## src/rtl/plm_pkg.sv

```systemverilog
package plm_pkg;

  // Start-up phase of the monitor, in order of occurrence.
  typedef enum logic [1:0] {
    PH_HOLD  = 2'd0,
    PH_BLANK = 2'd1,
    PH_WATCH = 2'd2,
    PH_ARMED = 2'd3
  } plm_phase_e;

endpackage

```

## src/rtl/plm_rst_sync.sv

```systemverilog
module plm_rst_sync (
  input  logic clk,
  input  logic por_n,
  output logic rst_n
);

  logic stage1_q;
  logic stage2_q;

  // Asynchronous assertion, synchronous release after two edges.
  always_ff @(posedge clk or negedge por_n) begin
    if (!por_n) begin
      stage1_q <= 1'b0;
      stage2_q <= 1'b0;
    end else begin
      stage1_q <= 1'b1;
      stage2_q <= stage1_q;
    end
  end

  assign rst_n = stage2_q;

endmodule

```

## src/rtl/plm_edge_sync.sv

```systemverilog
module plm_edge_sync (
  input  logic clk,
  input  logic rst_n,
  input  logic pin,
  output logic rise
);

  logic meta_q, sync_q, prev_q;
  logic meta_d, sync_d, prev_d;

  always_comb begin
    meta_d = pin;
    sync_d = meta_q;
    prev_d = sync_q;
  end

  always_ff @(posedge clk or negedge rst_n) begin
    if (!rst_n) begin
      meta_q <= 1'b0;
      sync_q <= 1'b0;
      prev_q <= 1'b0;
    end else begin
      meta_q <= meta_d;
      sync_q <= sync_d;
      prev_q <= prev_d;
    end
  end

  // Rising edge of the synchronised input.
  assign rise = sync_q & ~prev_q;

  AST_RISE_SINGLE: assert property (@(posedge clk) disable iff (!rst_n)
    rise |=> !rise);

endmodule

```

## src/rtl/plm_startup.sv

```systemverilog
module plm_startup
  import plm_pkg::*;
#(
  parameter int HOLD_CYCLES  = 20,
  parameter int BLANK_CYCLES = 60,
  parameter int ARM_CYCLES   = 200
) (
  input  logic       clk,
  input  logic       rst_n,
  output plm_phase_e phase
);

  localparam int T_W = $clog2(ARM_CYCLES + 1);
  localparam logic [T_W-1:0] HOLD_T  = T_W'(HOLD_CYCLES);
  localparam logic [T_W-1:0] BLANK_T = T_W'(BLANK_CYCLES);
  localparam logic [T_W-1:0] ARM_T   = T_W'(ARM_CYCLES);

  logic [T_W-1:0] elapsed_q, elapsed_d;
  logic           elapsed_en;

  // Saturating count of cycles since reset release.
  always_comb begin
    elapsed_en = (elapsed_q != ARM_T);
    elapsed_d  = elapsed_q + 1'b1;
  end

  always_ff @(posedge clk or negedge rst_n) begin
    if (!rst_n) begin
      elapsed_q <= '0;
    end else if (elapsed_en) begin
      elapsed_q <= elapsed_d;
    end
  end

  // Phase decode: hold, blanking, unarmed watch, armed.
  always_comb begin
    if (elapsed_q < HOLD_T) begin
      phase = PH_HOLD;
    end else if (elapsed_q < BLANK_T) begin
      phase = PH_BLANK;
    end else if (elapsed_q < ARM_T) begin
      phase = PH_WATCH;
    end else begin
      phase = PH_ARMED;
    end
  end

  AST_ELAPSED_MONO: assert property (@(posedge clk) disable iff (!rst_n)
    1'b1 |=> elapsed_q >= $past(elapsed_q));

  AST_ARMED_STAYS: assert property (@(posedge clk) disable iff (!rst_n)
    phase == PH_ARMED |=> phase == PH_ARMED);

endmodule

```

## src/rtl/plm_gap_timer.sv

```systemverilog
module plm_gap_timer #(
  parameter int CNT_W = 16
) (
  input  logic             clk,
  input  logic             rst_n,
  input  logic             mon_en,
  input  logic             rise,
  input  logic             clr,
  input  logic [CNT_W-1:0] max_period,
  output logic             timeout
);

  logic [CNT_W-1:0] gap_q, gap_d;
  logic             expired;

  always_comb begin
    expired = (gap_q >= max_period);
    timeout = mon_en & ~rise & ~clr & expired;
    if (!mon_en || rise || clr || expired) begin
      gap_d = '0;
    end else begin
      gap_d = gap_q + 1'b1;
    end
  end

  always_ff @(posedge clk or negedge rst_n) begin
    if (!rst_n) begin
      gap_q <= '0;
    end else begin
      gap_q <= gap_d;
    end
  end

  AST_EDGE_RESTARTS: assert property (@(posedge clk) disable iff (!rst_n)
    rise |=> gap_q == '0);

  AST_GAP_BOUND: assert property (@(posedge clk) disable iff (!rst_n)
    ($stable(max_period) && ($past(gap_q) <= max_period)) |-> gap_q <= max_period);

  AST_QUIET_UNMONITORED: assert property (@(posedge clk) disable iff (!rst_n)
    !mon_en |=> gap_q == '0);

endmodule

```

## src/rtl/plm_fault_out.sv

```systemverilog
module plm_fault_out #(
  parameter int PULSE_LEN = 8
) (
  input  logic clk,
  input  logic rst_n,
  input  logic timeout,
  input  logic armed,
  input  logic hold,
  input  logic clr,
  output logic fault_n
);

  localparam int P_W = $clog2(PULSE_LEN + 1);
  localparam logic [P_W-1:0] PULSE_LOAD = P_W'(PULSE_LEN);

  logic           latched_q, latched_d;
  logic [P_W-1:0] pulse_q, pulse_d;

  always_comb begin
    latched_d = latched_q;
    pulse_d   = pulse_q;
    if (clr) begin
      latched_d = 1'b0;
      pulse_d   = '0;
    end else if (timeout && armed) begin
      latched_d = 1'b1;
    end else if (timeout) begin
      pulse_d = PULSE_LOAD;
    end else if (pulse_q != '0) begin
      pulse_d = pulse_q - 1'b1;
    end
  end

  always_ff @(posedge clk or negedge rst_n) begin
    if (!rst_n) begin
      latched_q <= 1'b0;
      pulse_q   <= '0;
    end else begin
      latched_q <= latched_d;
      pulse_q   <= pulse_d;
    end
  end

  assign fault_n = ~(hold | latched_q | (pulse_q != '0));

  AST_LATCH_NEEDS_ARM: assert property (@(posedge clk) disable iff (!rst_n)
    $rose(latched_q) |-> $past(armed));

  AST_LATCH_HOLDS: assert property (@(posedge clk) disable iff (!rst_n)
    (latched_q && !clr) |=> latched_q);

  AST_CLEAR_RELEASES: assert property (@(posedge clk) disable iff (!rst_n)
    clr |=> (!latched_q && pulse_q == '0));

  AST_PULSE_COUNTDOWN: assert property (@(posedge clk) disable iff (!rst_n)
    (pulse_q != '0 && !timeout && !clr) |=> pulse_q == $past(pulse_q) - 1'b1);

endmodule

```

## src/rtl/pulse_loss_monitor.sv

```systemverilog
module pulse_loss_monitor
  import plm_pkg::*;
#(
  parameter int CNT_W        = 16,
  parameter int HOLD_CYCLES  = 20,
  parameter int BLANK_CYCLES = 60,
  parameter int ARM_CYCLES   = 200,
  parameter int PULSE_LEN    = 8
) (
  input  logic             clk,
  input  logic             por_n,
  input  logic             pulse_in,
  input  logic             fault_clr,
  input  logic [CNT_W-1:0] max_period,
  output logic             fault_n
);

  // Phase ordering is part of the contract: blanking ends before arming.
  generate
    if (BLANK_CYCLES >= ARM_CYCLES || HOLD_CYCLES > BLANK_CYCLES) begin : g_bad_order
      $error("pulse_loss_monitor: need HOLD_CYCLES <= BLANK_CYCLES < ARM_CYCLES");
    end
  endgenerate

  logic       rst_n;
  logic       rise;
  logic       timeout;
  logic       mon_en;
  logic       armed;
  logic       hold;
  plm_phase_e phase;

  plm_rst_sync i_rst_sync (
    .clk   (clk),
    .por_n (por_n),
    .rst_n (rst_n)
  );

  plm_edge_sync i_edge_sync (
    .clk   (clk),
    .rst_n (rst_n),
    .pin   (pulse_in),
    .rise  (rise)
  );

  plm_startup #(
    .HOLD_CYCLES  (HOLD_CYCLES),
    .BLANK_CYCLES (BLANK_CYCLES),
    .ARM_CYCLES   (ARM_CYCLES)
  ) i_startup (
    .clk   (clk),
    .rst_n (rst_n),
    .phase (phase)
  );

  always_comb begin
    hold   = (phase == PH_HOLD);
    mon_en = (phase == PH_WATCH) || (phase == PH_ARMED);
    armed  = (phase == PH_ARMED);
  end

  plm_gap_timer #(
    .CNT_W (CNT_W)
  ) i_gap_timer (
    .clk        (clk),
    .rst_n      (rst_n),
    .mon_en     (mon_en),
    .rise       (rise),
    .clr        (fault_clr),
    .max_period (max_period),
    .timeout    (timeout)
  );

  plm_fault_out #(
    .PULSE_LEN (PULSE_LEN)
  ) i_fault_out (
    .clk     (clk),
    .rst_n   (rst_n),
    .timeout (timeout),
    .armed   (armed),
    .hold    (hold),
    .clr     (fault_clr),
    .fault_n (fault_n)
  );

  AST_BLANK_NO_TIMEOUT: assert property (@(posedge clk) disable iff (!rst_n)
    (phase == PH_BLANK) |-> !timeout);

  AST_POR_LOW: assert property (@(posedge clk)
    !por_n |-> !fault_n);

endmodule

```

## config.mk

```make
export PLATFORM = sky130hd
export DESIGN_NAME = pulse_loss_monitor
export DESIGN_NICKNAME = d
export VERILOG_FILES = /design/src/rtl/plm_pkg.sv /design/src/rtl/plm_rst_sync.sv /design/src/rtl/plm_edge_sync.sv /design/src/rtl/plm_startup.sv /design/src/rtl/plm_gap_timer.sv /design/src/rtl/plm_fault_out.sv /design/src/rtl/pulse_loss_monitor.sv
export SDC_FILE = /design/constraint.sdc
export NUM_CORES = 1
export LEC_CHECK = 0
export CAP_MARGIN = 20
export CORE_MARGIN = 3
export CORE_UTILIZATION = 56
export CTS_CLUSTER_DIAMETER = 40
export DETAILED_ROUTE_END_ITERATION = 8
export GPL_ROUTABILITY_DRIVEN = 0
export PLACE_DENSITY = 0.79
export SLEW_MARGIN = 40
export SYNTH_ARGS = -nofsm -noshare
export SYNTH_HDL_FRONTEND = slang
export SYNTH_SLANG_ARGS = --single-unit
```

## constraint.sdc

```tcl
create_clock -name clk -period 1.75 [get_ports clk]
set_clock_uncertainty 0.2 [all_clocks]
set_input_delay 0.2625 -clock clk [delete_from_list [all_inputs] [get_ports clk]]
set_output_delay 0.2625 -clock clk [all_outputs]
set_load 0.01 [all_outputs]
```

Yosys cells after proc, flatten, opt, wreduce, memory -nomap -nowiden
Index checks and enable logic that the tools add are counted.
{ "word_totals": {"regBits": 34, "latch_bits": 0, "mem_bits_rw": 0, "romBits": 0, "in_bits": 20, "output_inout_bits": 1, "n_memories": 0} }
{ "op_classes": {"addsub": 3, "multipliers": 0, "div": 0, "order_cmp": 4, "eq_ne": 4, "shifts": 0, "mux": 10, "bitwise_logic": 10, "n_reduce_logical": 11} }
{ "op_table": {"columns": ["operator", "n"], "rows": [
  ["16-bit by 1-bit adder with 16-bit output, second input constant", 1],
  ["16-bit >= comparator", 1],
  ["16-bit 2-to-1 mux", 1],
  ["4-bit 2-to-1 mux", 4],
  ["8-bit by 1-bit adder with 8-bit output, second input constant", 1],
  ["8-bit by 5-bit less-than comparator with 1-bit output, second input constant", 1],
  ["8-bit by 6-bit less-than comparator with 1-bit output, second input constant", 1],
  ["8-bit less-than comparator, second input constant", 1],
  ["8-bit inequality test, second input constant", 1],
  ["1-bit bitwise AND", 4],
  ["2-bit equality test, second input constant", 2],
  ["1-bit logical OR", 4],
  ["2-bit 2-to-1 mux", 2],
  ["1-bit inverter", 4],
  ["4-bit nonzero test", 1],
  ["4-bit by 1-bit subtractor with 4-bit output, second input constant", 1],
  ["1-bit 2-to-1 mux", 3],
  ["3-bit nonzero test", 1],
  ["2-bit logical NOT", 1],
  ["2-bit inequality test, second input constant", 1],
  ["1-bit bitwise OR", 2],
  ["2-bit AND reduction", 1],
  ["2-bit nonzero test", 1],
  ["1-bit logical AND", 1],
  ["1-bit logical NOT", 1]
]} }

Depth between registers and ports, before layout
Gate-level depths: netlist of the first run.
{ "depth": {"ltp_word": 12, "ltp_mapped": 9, "mapped_depth_nobuf": 8} }

By module
Synthesis of the first run repeated with hierarchy kept, for this count alone.
{ "hier_totals": {"cells_unflattened": 211, "hier_area_um2": 2031.9} }
{ "modules_own_cells": {"columns": ["module", "instances", "cells_per_inst", "area_each_um2"], "rows": [
  ["plm_gap_timer", 1, 131, 1164.9],
  ["plm_startup", 1, 37, 416.6],
  ["plm_fault_out", 1, 33, 294.0],
  ["plm_edge_sync", 1, 4, 88.8],
  ["plm_rst_sync", 1, 3, 53.8],
  ["pulse_loss_monitor", 1, 3, 13.8]
]} }

Worst setup path before layout of the first run
Ideal clock, no wire load.
{ "synth_path": {"kind": "reg-to-reg", "startpoint": "register i_gap_timer.gap_q[0]", "endpoint": "register i_fault_out.pulse_q[3]", "arrival_ns": 2.215, "slack_ns": -0.769, "path_stages_with_launch": 9, "n_path_buf": 0, "cell_sequence": "dfrtp_1 -> inv_1 -> ha_1 -> nand2b_4 -> a2111o_1 -> a32o_1 -> o21a_1 -> or4_1 -> o311ai_1"} }
{ "synth_via": {"elab_chain_cells": 5, "word_cells_on_any_way": 9, "classes_between": "order compare (1); eq/ne (1); mux (3); bitwise (1); reduce/logical (3)"} }
{ "synth_lines": {"columns": ["element", "line_no", "source"], "rows": [
  ["from (decl)", "plm_gap_timer.sv:13", "logic [CNT_W-1:0] gap_q, gap_d;"],
  ["from (signal assigned)", "plm_gap_timer.sv:30", "gap_q <= gap_d;"],
  ["16-bit >= comparator *", "plm_gap_timer.sv:17", "expired = (gap_q >= max_period);"],
  ["1-bit bitwise AND *", "plm_gap_timer.sv:18", "timeout = mon_en & ~rise & ~clr & expired;"],
  ["4-bit 2-to-1 mux or 1-bit logical AND (tied branches)", "plm_fault_out.sv:27, plm_fault_out.sv:25", null],
  ["4-bit 2-to-1 mux or 2-bit inequality test (tied branches)", null, null],
  ["4-bit 2-to-1 mux or 2-bit AND reduction (tied branches)", null, null],
  ["to (signal assigned)", "plm_fault_out.sv:40", "pulse_q <= pulse_d;"],
  ["to (decl)", "plm_fault_out.sv:17", "logic [P_W-1:0] pulse_q, pulse_d;"]
]} }
Every way passes the cells marked *; elsewhere a longest branch is shown, timed or not. The select of a mux whose other input is x is not followed.
A chain may end at the register's enable or synchronous reset.

Worst setup path in the final report of the first run
{ "layout_path": {"startpoint": "register i_gap_timer.gap_q[0]", "endpoint": "register i_gap_timer.gap_q[2]"} }
{ "layout_via": {"elab_chain_cells": 3, "word_cells_on_any_way": 4, "classes_between": "add/sub (1); order compare (1); mux (1); reduce/logical (1)"} }
{ "layout_lines": {"columns": ["element", "line_no", "source"], "rows": [
  ["16-bit >= comparator", "plm_gap_timer.sv:17", null],
  ["1-bit logical OR", "plm_gap_timer.sv:19", "if (!mon_en || rise || clr || expired) begin"],
  ["16-bit 2-to-1 mux *", "plm_gap_timer.sv:19", null],
  ["via i_gap_timer.gap_d[2]", "plm_gap_timer.sv:13", null]
]} }
The timed path passes the listed nets; every way through them passes the cells marked *.

==> flow_summary.toml, run 1 <==
[detailed_routing]
wl_met2_um = 3200
dr.first_iter.drc_count = 145
via_per_inst = 6.00
drcViolationCount = 0
wire_per_inst_um = 19.4
ant_nets = 0
wirelength_um = 6060
drt-pass1-iter-count = 4
routed-wl-met3_um = 342
wl_met1_um = 2120
top_layer_used = "met4"
num_vias = 1872

[sta]
hold_violations = 0
maxSlewHeadroom = 0.527
setup-violations-final = 22
drv_slew = 0
worst_slack_ns = -0.769
worst-slew-pin-transition_ns = 0.708
rsz0062_at_grt = "true"
timing.final.crit_share = 1.44
fmax_ghz = 0.397
fin_crit_ns = 2.52

[floorplanning]
die_width_um = 64.9
initial_utilization = 0.610
dieArea_um2 = 4210
row_count = 20
die_h_um = 64.9
io_pins = 21
core-area_um2 = 3180

[clock_tree]
numCtsBuffers = 5
cts-root-buf = "clkbuf_4"
clk_pin_slew_ns = 0.11
cts_buffer_depth = 2
cts.sinks = 34
worst_skew_pair.late_latency_ns = 0.34
cts_tree = "done"
htree_levels = 2

[critical_path]
cp_common_cell = "nor2_4"
critPathKind = "reg2reg"
cp.required_ns = 1.81
path_max_fanout = 8
cp.arrival_ns = 2.58
cp_slowest_cell = "dfrtp_1"
critPathTopFamily = "simple AND/OR/NAND/NOR gates"
path_cells = "inv_1 > ha_1 > nand2b_4 > a2111o_1 > a32o_2 > buf_4 > nor2_4 > nand2_8 > nor2_4"
path_buf_inv = 2
cp-end-kind = "flop"
worstSetupStartpointType = "flop"
cpPeakStageDelay_ns = 0.38

[grt]
grt_pass1_wl_um = 9470
grt_max_degree = 33
antenna_found_initial = 0
grt_usage = 0.300
grt_pass1_vias = 2027
grt-ovfl-total = 0

[yosys]
syn_area_um2 = 1940
yosysSeqAreaShare = 0.439
ys_warn_count = 0
netlist_instances = 202
avgSynthCellArea_um2 = 9.60
synth_seq_cells = 34
synth_cell_type_count = 33
syn_nets = 243

[placement]
placed_cell_area_um2 = 2480
io_buffers = 20
hpwlAfterDp_um = 3620
pre_cts_slack_ns = -1.16

[run_status]
failed_checks = "setup timing"
run_status = "complete, but fails checks"

[pwr]
irDropWorstVdd_uv = 650
p_per_area_nw_per_um2 = 683
p_leak_nw = 1.33

[cells_and_area]
nNetsFinal = 310
most-common-layout-cells = "buf_4 (37), dfrtp_1 (34), inv_1 (23)"
fin_util = 0.866
area_growth_syn_to_layout_pct = 41.9
drive_above_1_share = 0.302
fillers = 167
n_antenna_cell = 0
final_common_cell = "buf_4"
fin_area_um2 = 2750

[job]
max-cap-violations = 0

[hold_path]
hold_class = "reg2async"
-- layer usage --
metal,global-route usage,vias up
met5,0,-
met4,0.203,0
met3,0.0745,40
met2,0.554,88
met1,0.289,927
li1,-,817
-- cell families (layout without fill, tap and decap cells) --
family | after synthesis | in the layout | synth area share
and+or+nand+nor | 72 | 73 | 0.181
DFF | 34 | 34 | 0.439
buffers and inverters | 26 | 91 | 0.0503
AOI/OAI and AO/OA | 25 | 25 | 0.0871
adders and majority gates | 21 | 21 | 0.135
xor gates and xnor gates | 21 | 21 | 0.0948
muxes | 2 | 2 | 0.0110
other | 1 | 1 | 0.00193
-- synthesized netlist by cell type --
library cell	n	area share
ha_1	21	0.14
or4_1	1	0.0039
o21bai_1	1	0.0039
a32o_1	1	0.0052
a21o_1	2	0.0077
nor2_1	25	0.048
nand4_1	5	0.016
a211oi_1	2	0.0077
nand3_1	12	0.031
nor4_1	1	0.0032
conb_1	1	0.0019
and3_1	5	0.016
nor3_1	6	0.015
o21ai_0	5	0.013
nand2b_4	1	0.0071
a211o_1	1	0.0045
dfrtp_1	34	0.44
clkbuf_1	1	0.0019
xor2_1	10	0.045
a2111o_1	1	0.0058
o22ai_1	2	0.0065
a21oi_1	6	0.015
mux2_2	1	0.0058
mux2i_1	1	0.0052
and4_1	2	0.0090
o311ai_1	1	0.0045
o21a_1	1	0.0039
nand2_1	12	0.023
a21o_2	2	0.0090
nand3b_1	1	0.0039
inv_1	25	0.048
xnor2_1	11	0.050
nand2b_1	1	0.0032
-- layout make-up --
class / instances / area [µm²] / share of cell area
multi-input cells: 143 / 1200 / 0.435
flip-flops and latches: 34 / 851 / 0.309
repair buffers: 60 / 505 / 0.184
inverters: 25 / 93.8 / 0.0341
well taps: 44 / 55.1 / 0.0200
clock buffers: 6 / 51.3 / 0.0186
-- where the power goes --
part	total, W	switching, W	leakage, nW	internal [W]
Clock	0.000438	0.000257	0.0302	0.000181
Sequential	0.000846	0.0000231	0.450	0.000823
Combinational	0.000595	0.000312	0.849	0.000283
-- registers in the layout, indices dropped and copies added, names as in the netlist --
register / count
i_startup.elapsed_q: 8
i_rst_sync.stage1_q: 1
i_gap_timer.gap_q: 16
i_edge_sync.prev_d: 1
i_fault_out.pulse_q: 4
i_rst_sync.rst_n: 1
i_fault_out.latched_q: 1
i_edge_sync.prev_q: 1
i_edge_sync.meta_q: 1
-- worst paths after layout --
path	from	to	slack (ns)	cells past startpoint
min reg2reg	i_rst_sync.rst_n$_DFF_PN0_	i_gap_timer.gap_q[5]$_DFF_PN0_	0.05	1
max	i_gap_timer.gap_q[0]$_DFF_PN0_	i_gap_timer.gap_q[2]$_DFF_PN0_	-0.77	9
min in group clk	i_rst_sync.stage1_q$_DFF_PN0_	i_rst_sync.rst_n$_DFF_PN0_	0.16	0
min	i_rst_sync.rst_n$_DFF_PN0_	i_gap_timer.gap_q[5]$_DFF_PN0_	0.05	1
max reg2reg	i_gap_timer.gap_q[0]$_DFF_PN0_	i_gap_timer.gap_q[2]$_DFF_PN0_	-0.77	9
max in group asynchronous	por_n	i_rst_sync.rst_n$_DFF_PN0_	0.81	2
-- stage by stage --
step                      cells  TNS [ns]  hold WS [ns]  power (W)
after global placement      302    -18.53        0.0706    0.00122
after global routing        312    -16.43        0.0991    0.00196
after floorplan             202     -9.47        -0.233    0.00105
final                       312    -15.53        0.0478    0.00188
after CTS                   311    -11.94        0.0728    0.00182
after detailed placement    302    -20.49        0.0769    0.00125
-- repair_timing --
| action | 4_1_cts | 5_1_grt |
|---|---|---|
| gates cloned | 1 | 0 |
| endpoints found under the setup margin | 22 | 22 |
| pin swaps | 23 | 4 |
| hold endpoints to repair | 2 | 0 |
| hold buffers | 1 | 0 |
| gates resized for setup | 37 | 14 |
| buffers inserted | 1 | 1 |
No activity file was read; power rests on OpenSTA's default activity.
==> inputs of run 2 (changes only) <==
- CORE_ASPECT_RATIO: unset -> 1.75
==> run 2 against run 1 <==
Against the previous run:
- the run still ends with setup timing left
- register-to-register slack better by 0.04 ns
- count of clock-buffer cells in the layout grew 1
- clock power is 38% higher
- sequential cell count unchanged
- die area rose by 0.66%
- utilization rose by 0.81 points
- routed wire length down 5.9%
- total power grew 9.6%
- non-clock buffer count grew 6
- via count down 5.7%
- critical path type is now in2reg
- largest cell class unchanged
- largest power group unchanged
==> flow_summary.toml, run 2 (synthesized netlist as in run 1, its figures left out) <==
[placement]
pre_cts_slack_ns = -1.12
io_buffers = 20
hpwlAfterDp_um = 3420

[cells_and_area]
final_common_cell = "buf_4"
area_growth_syn_to_layout_pct = 46.2
regMostFlops = "i_gap_timer.gap_q"
most-common-layout-cells = "buf_4 (42), dfrtp_1 (34), inv_1 (22)"
top_regs = "i_gap_timer.gap_q: 16 flops, i_startup.elapsed_q: 8 flops, i_fault_out.pulse_q: 4 flops"
drive_above_1_share = 0.322
n_antenna_cell = 0
nNetsFinal = 316
fillers = 164
largest_reg_flops = 16

[grt]
grt_pass1_wl_um = 8460
grt_usage = 0.267
antenna_found_initial = 0
grt_pass1_vias = 1947
grt-ovfl-total = 0
grt_max_degree = 33

[critical_path]
critPathKind = "in2reg"
cp-end-kind = "flop"
reg2reg_slack_ns = -0.73
path_max_fanout = 2
cp.required_ns = 1.74
cp.arrival_ns = 2.50
worstSetupStartpointType = "input port"

[clock_tree]
clk_pin_slew_ns = 0.07
numCtsBuffers = 5
worst_skew_pair.late_latency_ns = 0.29
cts-root-buf = "clkbuf_8"
cts_tree = "done"
cts.sinks = 34
htree_levels = 2
cts_buffer_depth = 2

[detailed_routing]
dr.first_iter.drc_count = 46
ant_nets = 0
via_per_inst = 5.54
drt-pass1-iter-count = 4
wire_per_inst_um = 17.9
drcViolationCount = 0
wirelength_um = 5710
num_vias = 1766

[floorplanning]
dieArea_um2 = 4230
die_h_um = 83.9
row_count = 27
io_pins = 21
core-area_um2 = 3240
initial_utilization = 0.598
die_width_um = 50.5

[sta]
rsz0062_at_grt = "true"
hold_ws_ns = 0.0815
drv_slew = 0
worst-slew-pin-transition_ns = 0.562
worst_slack_ns = -0.751
fin_crit_ns = 2.50
setup-violations-final = 22
fmax_ghz = 0.400
maxSlewHeadroom = 0.623
hold_violations = 0
timing.final.crit_share = 1.43

[hold_path]
hold_class = "reg2async"

[pwr]
p_per_area_nw_per_um2 = 726
power_w = 0.00206
irDropWorstVdd_uv = 930
p_leak_nw = 1.38

[run_status]
run_status = "complete, but fails checks"
failed_checks = "setup timing"

[job]
max-cap-violations = 0
[run 2: cell type report]
class                   instances  area, µm²  area share
clock buffers                   7       86.3      0.0305
inverters                      25       93.8      0.0331
repair buffers                 66        554       0.195
clock inverters                 1       5.00     0.00177
multi-input cells             143       1190       0.420
well taps                      43       53.8      0.0190
flip-flops and latches         34        851       0.300
[run 2: final timing paths]
path,from,end,cells past startpoint
hold / removal,i_rst_sync.rst_n$_DFF_PN0_,i_startup.elapsed_q[0]$_DFFE_PN0N_,1
hold reg to reg,i_rst_sync.rst_n$_DFF_PN0_,i_startup.elapsed_q[0]$_DFFE_PN0N_,1
max in group asynchronous,por_n,i_rst_sync.stage1_q$_DFF_PN0_,2
min in group clk,i_edge_sync.meta_q$_DFF_PN0_,i_edge_sync.prev_d$_DFF_PN0_,0
setup reg to reg,i_gap_timer.gap_q[0]$_DFF_PN0_,i_fault_out.pulse_q[3]$_DFFE_PN0P_,8
setup / recovery,max_period[0],i_fault_out.pulse_q[3]$_DFFE_PN0P_,8
[run 2: per-layer routing]
layer  GRT usage  vias up  share of wire
met3      0.0429       28          0.032
met2       0.489       53           0.55
met5           0        -              0
met4       0.164        0          0.057
li1            -      834              -
met1       0.266      851           0.36
[run 2: where the power goes]
part           total [W]  internal (W)  switching, W
sequential      0.000850      0.000824     0.0000257
clock           0.000604      0.000317      0.000287
combinational   0.000605      0.000308      0.000297
total            0.00206       0.00145      0.000610
[run 2: repair_timing]
action | CTS | global route
resized for setup | 30 | 20
hold buffers | 1 | 0
pin swaps | 28 | 8
endpoints found under the setup margin | 22 | 22
buffers inserted | 3 | 2
endpoints found under the hold margin | 2 | 0
cloned | 1 | 0
[run 2: critical path, stage by stage]
cell	delay, ns
clkdlybuf4s50_1	0.51
ha_4	0.21
nand2b_4	0.13
a2111o_1	0.36
a32o_2	0.30
o21a_1	0.20
or4_4	0.44
o311ai_4	0.08
[run 2: metrics by stage]
stage | cells | TNS, ns | area, µm² | utilization
after floorplan | 202 | -9.47 | 1960 | -
after global placement | 304 | -18.67 | 2500 | 0.770
after detailed placement | 304 | -19.97 | 2500 | 0.770
after CTS | 317 | -11.39 | 2720 | 0.839
after global routing | 319 | -13.56 | 2840 | 0.874
final | 319 | -12.53 | 2840 | 0.874
